--- src/rtl/hzd_pkg.sv ---
package hzd_pkg;
   localparam int OPC_SPECIAL = 'h00;
   localparam int OPC_J       = 'h02;
   localparam int OPC_JAL     = 'h03;
   localparam int OPC_BEQ     = 'h04;
   localparam int OPC_BNE     = 'h05;
   localparam int OPC_ADDI    = 'h08;
   localparam int OPC_ADDIU   = 'h09;
   localparam int OPC_SLTI    = 'h0A;
   localparam int OPC_SLTIU   = 'h0B;
   localparam int OPC_ANDI    = 'h0C;
   localparam int OPC_ORI     = 'h0D;
   localparam int OPC_XORI    = 'h0E;
   localparam int OPC_LUI     = 'h0F;
   localparam int OPC_LB      = 'h20;
   localparam int OPC_LH      = 'h21;
   localparam int OPC_LW      = 'h23;
   localparam int OPC_LBU     = 'h24;
   localparam int OPC_LHU     = 'h25;
   localparam int OPC_SB      = 'h28;
   localparam int OPC_SH      = 'h29;
   localparam int OPC_SW      = 'h2B;

   localparam int FN_SLL  = 'h00;
   localparam int FN_SRL  = 'h02;
   localparam int FN_JR   = 'h08;
   localparam int FN_SLT  = 'h2A;
   localparam int FN_SLTU = 'h2B;

   typedef enum logic [3:0] {
      CLS_NONE,
      CLS_RRR,
      CLS_SHIFT,
      CLS_JR,
      CLS_IALU,
      CLS_LUI,
      CLS_LOAD,
      CLS_STORE,
      CLS_BRANCH,
      CLS_JUMP,
      CLS_JLINK
   } icls_e;
endpackage

--- src/rtl/hzd_decode.sv ---
module hzd_decode
   import hzd_pkg::*;
#(
   parameter int unsigned REG_W    = 5,
   parameter int unsigned OP_W     = 6,
   parameter int unsigned FN_W     = 6,
   parameter int unsigned LINK_REG = 31
) (
   input  logic [OP_W-1:0]  op,
   input  logic [FN_W-1:0]  fn,
   input  logic [REG_W-1:0] rt,
   input  logic [REG_W-1:0] rd,
   output logic             use_rs,
   output logic             use_rt,
   output logic [REG_W-1:0] dst,
   output logic             is_ctrl
);
   icls_e cls;

   always_comb begin
      cls = CLS_NONE;
      if (op == OP_W'(OPC_SPECIAL)) begin
         if (fn == FN_W'(FN_SLL) || fn == FN_W'(FN_SRL))
            cls = CLS_SHIFT;
         else if (fn == FN_W'(FN_JR))
            cls = CLS_JR;
         else if ((fn >= FN_W'('h20) && fn <= FN_W'('h27)) ||
                  fn == FN_W'(FN_SLT) || fn == FN_W'(FN_SLTU))
            cls = CLS_RRR;
      end else begin
         case (op)
            OP_W'(OPC_J):     cls = CLS_JUMP;
            OP_W'(OPC_JAL):   cls = CLS_JLINK;
            OP_W'(OPC_BEQ),
            OP_W'(OPC_BNE):   cls = CLS_BRANCH;
            OP_W'(OPC_ADDI),
            OP_W'(OPC_ADDIU),
            OP_W'(OPC_SLTI),
            OP_W'(OPC_SLTIU),
            OP_W'(OPC_ANDI),
            OP_W'(OPC_ORI),
            OP_W'(OPC_XORI):  cls = CLS_IALU;
            OP_W'(OPC_LUI):   cls = CLS_LUI;
            OP_W'(OPC_LB),
            OP_W'(OPC_LH),
            OP_W'(OPC_LW),
            OP_W'(OPC_LBU),
            OP_W'(OPC_LHU):   cls = CLS_LOAD;
            OP_W'(OPC_SB),
            OP_W'(OPC_SH),
            OP_W'(OPC_SW):    cls = CLS_STORE;
            default:          cls = CLS_NONE;
         endcase
      end
   end

   always_comb begin
      use_rs  = 1'b0;
      use_rt  = 1'b0;
      dst     = '0;
      is_ctrl = 1'b0;
      unique case (cls)
         CLS_RRR:    begin use_rs = 1'b1; use_rt = 1'b1; dst = rd; end
         CLS_SHIFT:  begin use_rt = 1'b1; dst = rd; end
         CLS_JR:     begin use_rs = 1'b1; is_ctrl = 1'b1; end
         CLS_IALU:   begin use_rs = 1'b1; dst = rt; end
         CLS_LUI:    begin dst = rt; end
         CLS_LOAD:   begin use_rs = 1'b1; dst = rt; end
         CLS_STORE:  begin use_rs = 1'b1; use_rt = 1'b1; end
         CLS_BRANCH: begin use_rs = 1'b1; use_rt = 1'b1; is_ctrl = 1'b1; end
         CLS_JUMP:   begin is_ctrl = 1'b1; end
         CLS_JLINK:  begin is_ctrl = 1'b1; dst = REG_W'(LINK_REG); end
         default:    begin end
      endcase
   end
endmodule

--- src/rtl/hzd_raw_cmp.sv ---
module hzd_raw_cmp #(
   parameter int unsigned REG_W = 5
) (
   input  logic [REG_W-1:0] rd_rs,
   input  logic             rd_rs_use,
   input  logic [REG_W-1:0] rd_rt,
   input  logic             rd_rt_use,
   input  logic             wr_valid,
   input  logic [REG_W-1:0] wr_dst,
   output logic             hit
);
   logic dst_live;
   logic rs_eq;
   logic rt_eq;

   assign dst_live = wr_valid && (wr_dst != '0);
   assign rs_eq    = rd_rs_use && (rd_rs == wr_dst);
   assign rt_eq    = rd_rt_use && (rd_rt == wr_dst);
   assign hit      = dst_live && (rs_eq || rt_eq);
endmodule

--- src/rtl/hzd_stall_unit.sv ---
module hzd_stall_unit #(
   parameter int unsigned REG_W          = 5,
   parameter int unsigned OP_W           = 6,
   parameter int unsigned FN_W           = 6,
   parameter int unsigned LINK_REG       = 31,
   parameter int unsigned RF_WRITE_FIRST = 1
) (
   input  logic             id_valid,
   input  logic [OP_W-1:0]  id_op,
   input  logic [FN_W-1:0]  id_fn,
   input  logic [REG_W-1:0] id_rs,
   input  logic [REG_W-1:0] id_rt,
   input  logic             ex_valid,
   input  logic [OP_W-1:0]  ex_op,
   input  logic [FN_W-1:0]  ex_fn,
   input  logic [REG_W-1:0] ex_rt,
   input  logic [REG_W-1:0] ex_rd,
   input  logic             mem_valid,
   input  logic [OP_W-1:0]  mem_op,
   input  logic [FN_W-1:0]  mem_fn,
   input  logic [REG_W-1:0] mem_rt,
   input  logic [REG_W-1:0] mem_rd,
   input  logic             wb_valid,
   input  logic [OP_W-1:0]  wb_op,
   input  logic [FN_W-1:0]  wb_fn,
   input  logic [REG_W-1:0] wb_rt,
   input  logic [REG_W-1:0] wb_rd,
   output logic             stall
);
   localparam int unsigned NST      = 4;
   localparam int unsigned LAST_CMP = (RF_WRITE_FIRST != 0) ? 2 : 3;

   if (REG_W < 2) begin : g_bad_reg_w
      $error("hzd_stall_unit: REG_W must be at least 2");
   end
   if (OP_W < 6) begin : g_bad_op_w
      $error("hzd_stall_unit: OP_W must hold a 6-bit opcode");
   end
   if (FN_W < 6) begin : g_bad_fn_w
      $error("hzd_stall_unit: FN_W must hold a 6-bit function code");
   end
   if (LINK_REG == 0 || LINK_REG >= (1 << REG_W)) begin : g_bad_link
      $error("hzd_stall_unit: LINK_REG out of register range");
   end

   logic [NST-1:0]            st_valid;
   logic [NST-1:0][OP_W-1:0]  st_op;
   logic [NST-1:0][FN_W-1:0]  st_fn;
   logic [NST-1:0][REG_W-1:0] st_rt;
   logic [NST-1:0][REG_W-1:0] st_rd;

   assign st_valid = {wb_valid, mem_valid, ex_valid, id_valid};
   assign st_op    = {wb_op, mem_op, ex_op, id_op};
   assign st_fn    = {wb_fn, mem_fn, ex_fn, id_fn};
   assign st_rt    = {wb_rt, mem_rt, ex_rt, id_rt};
   assign st_rd    = {wb_rd, mem_rd, ex_rd, REG_W'(0)};

   logic [NST-1:0]            use_rs;
   logic [NST-1:0]            use_rt;
   logic [NST-1:0][REG_W-1:0] dst;
   logic [NST-1:0]            is_ctrl;

   for (genvar s = 0; s < NST; s++) begin : g_dec
      hzd_decode #(
         .REG_W   (REG_W),
         .OP_W    (OP_W),
         .FN_W    (FN_W),
         .LINK_REG(LINK_REG)
      ) u_dec (
         .op     (st_op[s]),
         .fn     (st_fn[s]),
         .rt     (st_rt[s]),
         .rd     (st_rd[s]),
         .use_rs (use_rs[s]),
         .use_rt (use_rt[s]),
         .dst    (dst[s]),
         .is_ctrl(is_ctrl[s])
      );
   end

   logic [NST-1:1] raw_hit;

   for (genvar s = 1; s < NST; s++) begin : g_cmp
      if (s <= LAST_CMP) begin : g_on
         hzd_raw_cmp #(
            .REG_W(REG_W)
         ) u_cmp (
            .rd_rs    (id_rs),
            .rd_rs_use(use_rs[0]),
            .rd_rt    (id_rt),
            .rd_rt_use(use_rt[0]),
            .wr_valid (st_valid[s]),
            .wr_dst   (dst[s]),
            .hit      (raw_hit[s])
         );
      end else begin : g_off
         logic unused_late;
         assign unused_late = ^{st_valid[s], dst[s]};
         assign raw_hit[s]  = 1'b0;
      end
   end

   logic ex_is_ctrl;
   assign ex_is_ctrl = st_valid[1] & is_ctrl[1];

   assign stall = st_valid[0] & ((|raw_hit) | ex_is_ctrl);

   logic unused_dec;
   assign unused_dec = ^{use_rs[NST-1:1], use_rt[NST-1:1], dst[0],
                         is_ctrl[0], is_ctrl[NST-1:2]};
endmodule

--- config.mk ---
export PLATFORM = sky130hd
export DESIGN_NAME = hzd_stall_unit
export DESIGN_NICKNAME = d
export VERILOG_FILES = /design/src/rtl/hzd_pkg.sv /design/src/rtl/hzd_decode.sv /design/src/rtl/hzd_raw_cmp.sv /design/src/rtl/hzd_stall_unit.sv
export SDC_FILE = /design/constraint.sdc
export NUM_CORES = 1
export LEC_CHECK = 0
export ABC_CLOCK_PERIOD_IN_PS = 5000
export BUFFER_PORTS_ARGS = -buffer_cell sky130_fd_sc_hd__buf_2
export CAP_MARGIN = 20
export CORE_MARGIN = 3
export CORE_UTILIZATION = 48
export DETAILED_ROUTE_END_ITERATION = 10
export PLACE_DENSITY = 0.91
export SLEW_MARGIN = 20
export SYNTH_ARGS = -nofsm -noshare
export SYNTH_HDL_FRONTEND = slang
export SYNTH_SLANG_ARGS = --single-unit
--- constraint.sdc ---
create_clock -name vclk -period 5
set_clock_uncertainty 0.1 [all_clocks]
set_input_delay 0.75 -clock vclk [all_inputs]
set_output_delay 0.75 -clock vclk [all_outputs]
set_load 0.02 [all_outputs]
Word-level counts from Yosys, hierarchy flattened

Memories as Yosys holds them, arrays and structs flattened.
Index checks and enable logic that the tools add are counted.

Register bits: 0
Memory bits (read-only): 768
Input bits: 92
Output and inout port bits: 1
Logic and storage cells: 105
Memories kept: 3

Memories:

| name            | words | width | read ports | clocked after memory_dff | write ports | RTL line         | text |
|---|---|---|---|---|---|---|---|
| (no name shown) | 64    | 4     | 1          | 0                        | 0           | hzd_decode.sv:31 | `case (op)` |
| (no name shown) | 64    | 4     | 1          | 0                        | 0           | hzd_decode.sv:31 |  |
| (no name shown) | 64    | 4     | 1          | 0                        | 0           | hzd_decode.sv:31 |  |

Magnitude comparators: 6
Equality and inequality tests: 38
Mux-type cells: 17
Bitwise gates (word level): 3
Reduce and logical (&&, ||, !) cells: 38

Operators with widths:

| cell                 | count |
|---|---|
| $eq A4 B3 Y1 const B | 9 |
| $eq A6 B6 Y1 const B | 6 |
| $logic_not A6 Y1     | 6 |
| $mux W4              | 9 |
| $pmux W5 S3          | 2 |
| $eq A4 B2 Y1 const B | 5 |
| $eq A4 B4 Y1 const B | 5 |
| $eq A5 B5 Y1         | 4 |
| $eq A6 B2 Y1 const B | 3 |
| $eq A6 B4 Y1 const B | 3 |
| $ge A6 B6 Y1 const B | 3 |
| $le A6 B6 Y1 const B | 3 |
| $eq A4 B1 Y1 const B | 3 |
| $logic_and A1 B1 Y1  | 11 |
| $logic_or A1 B1 Y1   | 11 |
| $reduce_bool A5 Y1   | 2 |
| $reduce_or A4 Y1     | 2 |
| $mux W1              | 6 |
| $reduce_or A2 Y1     | 3 |
| $reduce_or A3 Y1     | 2 |
| $reduce_or A6 Y1     | 1 |
| $and A1 B1 Y1        | 2 |
| $or A1 B1 Y1         | 1 |

Longest topological paths before layout

Depth after elaboration: 18
Depth in mapped cells: 10

Modules after synthesis

A second synthesis with hierarchy kept.

Cells, all modules: 238
Area total of the unflattened synthesis: 1664.1 um2

Modules (own cells, without submodules):

| module                          | times used | cells an instance | area each (um2) | seq. area each (um2) |
|---|---|---|---|---|
| hzd_decode (g_dec[0].u_dec ...) | 2          | 67                | 445.4           | 0.0 |
| hzd_decode (g_dec[2].u_dec)     | 1          | 67                | 488.0           | 0.0 |
| hzd_raw_cmp                     | 2          | 17                | 133.9           | 0.0 |
| hzd_stall_unit                  | 1          | 3                 | 17.5            | 0.0 |

Worst setup path before layout

OpenSTA, ideal clock, no wires.

Path kind: input to output
Start: in ex_op[3]
End: out stall
Data arrival time: 2.979 ns
Path slack: 1.171 ns
Stages on the path: 10
Path buffers: 1
Path through: buf_4 nor4_4 nand2_1 a211oi_2 o311a_4 nor2_2 a22oi_1 mux2i_1 nor4_1 a2111o_1

Longest elaborated chain between the ends: 12
Elaborated cells between the ends (all ways): 29

Ends and longest elaborated chain:

| item                                                                         | RTL line                             | text |
|---|---|---|
| start, declared                                                              | hzd_stall_unit.sv:14                 | `input logic [OP_W-1:0] ex_op,` |
| $mem_v2 Z64 W4 / $logic_not A6 Y1 (equally long branches)                    | n/a                                  |  |
| $mux W4 (*)                                                                  | hzd_decode.sv:22                     | `if (op == OP_W'(OPC_SPECIAL)) begin` |
| $eq A4 B3 Y1 (tied with other cells)                                         | hzd_decode.sv:62                     | `unique case (cls)` |
| $reduce_or A3 Y1 (no source line) / $reduce_or A2 Y1 (equally long branches) | n/a                                  |  |
| $pmux W5 S3                                                                  | hzd_decode.sv:62                     |  |
| $eq A5 B5 Y1, on equally long branches                                       | hzd_raw_cmp.sv:17, hzd_raw_cmp.sv:18 |  |
| $logic_and A1 B1 Y1, on equally long branches                                | hzd_raw_cmp.sv:17, hzd_raw_cmp.sv:18 |  |
| $logic_or A1 B1 Y1                                                           | hzd_raw_cmp.sv:19                    | `assign hit = dst_live && (rs_eq \|\| rt_eq);` |
| $logic_and A1 B1 Y1                                                          | hzd_raw_cmp.sv:19                    |  |
| $reduce_or A2 Y1                                                             | hzd_stall_unit.sv:106                | `assign stall = st_valid[0] & ((\|raw_hit) \| ex_is_ctrl);` |
| $or A1 B1 Y1 (*)                                                             | hzd_stall_unit.sv:106                |  |
| $and A1 B1 Y1 (*)                                                            | hzd_stall_unit.sv:106                |  |
| end, declared                                                                | hzd_stall_unit.sv:28                 | `output logic stall` |

Every way passes the cells marked *; elsewhere a longest branch is shown, timed or not.

Final worst setup path

Ends and elaborated chain as after synthesis.

==> impl_metrics.toml <==
[status]
status = "complete, no violations"

[floorplan]
coreArea_mm2 = 0.002567
start_util_pct = 52.14
fp-row-count = 18
dieWidth_um = 58.81
die_area_mm2 = 0.003459
die_h_um = 58.81
ios = 93

[layout]
ff_latch_area_um2 = 0
final_cells = 294
n_sequential_cell = 0
fillCellCount = 236
final_nets = 358
clkbuf_count = 0
drive_above_1_share_pct = 32.20
area_growth_pct = 27.38
num_antenna_cells = 0
design_area_mm2 = 0.001705

[place]
dp_cells = 294
io_buffers = 70
gp_congestion = 0.8941
hpwl_mm = 3.348
dpl_cell_area_mm2 = 0.001705

[route]
drtIter0Drc = 95
via_per_inst = 6.252
drcViolationCount = 0
ant_nets = 0
dr.pass1.iters = 4
num_vias = 1838
wl_per_cell_um = 13.48
routed_wl_mm = 3.962

[run]
max-cap-violations = 0

[synth]
yosysSeqAreaShare_pct = 0
ys_types = 59
netlist_area_mm2 = 0.001339
synth_nets = 290
synth_xor_xnor_area_share_pct = 9.159
synth-simple-area-share_pct = 47.66
synth_top_family_by_area = "simple AND/OR/NAND/NOR gates"
synthCells = 198
synth_mux_area_share_pct = 1.495
yosys_warnings = 0
synth_compound_area_share_pct = 36.73
synth_fa_ha_area_share_pct = 0
avgSynthCellArea_um2 = 6.762

[setup_path]
worstPathRequired_ns = 4.15
crit_arrival_ns = 3.39
cp-start-kind = "input port"
crit_end = "stall"
cp.depth = 11
cp-end-kind = "output port"
cp_max_fo = 10
crit_start = "ex_op[3]"
critPathSlowestCell = "a22oi_1"
crit_path_frequent_cell = "buf_2"
path_buf_inv = 2
cpPeakStageDelay_ns = 0.39
path_class = "in -> out"
critPathTopFamily = "compound AO/OA/AOI/OAI gates"
crit_chain = "buf_2, nor4_4, nand2_1, a211oi_2, o311a_4, nor2_2, a22oi_1, mux2i_1, nor4_1, a2111o_1, buf_2"

[sta]
slew_viol_final = 0
fin_crit_ns = 4.237
hold_violations = 0
worst_pin_slew_ns = 0.8261
max_freq_mhz = 236.0
rsz0062_at_grt = "false"
maxSlewHeadroom_pct = 44.42
setup_viol = 0
tns_ns = 0
fin_crit_sh_pct = 84.74

[power_and_ir_drop]
ir_drop_mv = 0.04689
power_density_mw_per_mm2 = 76.31
p_leak_nw = 0.6981

[global_routing]
grt_pass1_vias = 1593
grt_max_degree = 11
grt_pass1_wl_mm = 6.437
grt_antenna_before_repair = 0
grt.overflow.total = 0
grt_usage_pct = 22.11

[clock_network]
cts.repair.resized = 0
holdBufCountCts = 0
postCtsSetupBuffers = 0

[min_path]
hold_class = "in -> out"
worstHoldPathCells = 5
## worst min-delay path, delay by kind of cell
family          cells  cell delay [ns]
compound gates      2             0.17
buf+inv             2             0.24
simple gates        1             0.09
## logic make-up after synthesis
logic type	after synthesis
xor+xnor	14
simple gates	103
buf+inv	16
compound gates	63
mux	2
## how the worst min path moves through the flow
stage                         from  endpoint  slack (ns)
after floorplan           ex_valid     stall        1.74
after global placement    ex_valid     stall        1.91
after detailed placement  ex_valid     stall        1.91
after CTS                 ex_valid     stall        1.91
after global routing      ex_valid     stall        1.99
final                     ex_valid     stall        1.90
## stage by stage
stage               hold WS [ns]  power (mW)  setup slack, ns  utilization [%]
floorplan                  1.740     0.07465            1.171                -
global placement           1.905      0.1246           0.8429            66.42
detailed placement         1.906      0.1281           0.7840            66.42
CTS                        1.906      0.1286           0.7770            66.42
global route               1.989      0.1440           0.5839            66.42
finish                     1.903      0.1301           0.7630            66.42
## cell usage after synthesis, types with 3 or more instances
master | number | share of area [%]
xnor2_1 | 10 | 6.5
nor2_1 | 11 | 3.1
nand3_1 | 10 | 3.7
xor2_1 | 4 | 2.6
a221oi_2 | 3 | 3.4
or3_1 | 6 | 2.8
a31oi_1 | 3 | 1.4
nand2_1 | 10 | 2.8
nor4_1 | 10 | 4.7
nor2b_1 | 9 | 4.2
inv_1 | 12 | 3.4
nand2b_1 | 11 | 5.1
o22ai_1 | 4 | 1.9
a21oi_1 | 11 | 4.1
nor3_1 | 6 | 2.2
o21ai_0 | 9 | 3.4
nor3b_1 | 5 | 2.8
a311oi_1 | 6 | 3.9
a221o_1 | 3 | 2.2
and3_1 | 3 | 1.4
o211ai_1 | 4 | 2.2
or4_1 | 4 | 2.2
## placed cells by master, fill, tap and decap left out, types with 5 or more instances in the layout
cell      synthesis  layout
buf_2             2      70
inv_1            12      12
nor2_1           11      11
nand2b_1         11      11
a21oi_1          11      11
nand2_1          10      10
nand3_1          10      10
xnor2_1          10      10
nor4_1           10      10
nor2b_1           9       9
o21ai_0           9       9
nor3_1            6       6
or3_1             6       6
a311oi_1          6       6
nor3b_1           5       5
## cell type report
type	instances	area, um^2	share of cell area, %
Tap cell	30	37.54	2.201
Timing Repair Buffer	70	350.3	20.54
Inverter	12	45.04	2.641
Multi-Input combinational cell	182	1272	74.61
## metal layers
layer	global-route usage [%]	part of all wire [%]	wire length (um)	up-vias
met5	0	0	0	-
met4	0.9709	0.15	6	0
met3	0.8772	10	401	3
met2	37.38	44	1751	84
met1	32.50	46	1803	827
li1	-	-	-	924
## power breakdown
| group | switching [mW] | internal [mW] | total, mW |
|---|---|---|---|
| combinational | 0.0694 | 0.0608 | 0.130 |
| sequential | 0 | 0 | 0 |
| clock | 0 | 0 | 0 |
| total | 0.0694 | 0.0608 | 0.130 |
Note: power is estimated with default switching activity, not from simulation.
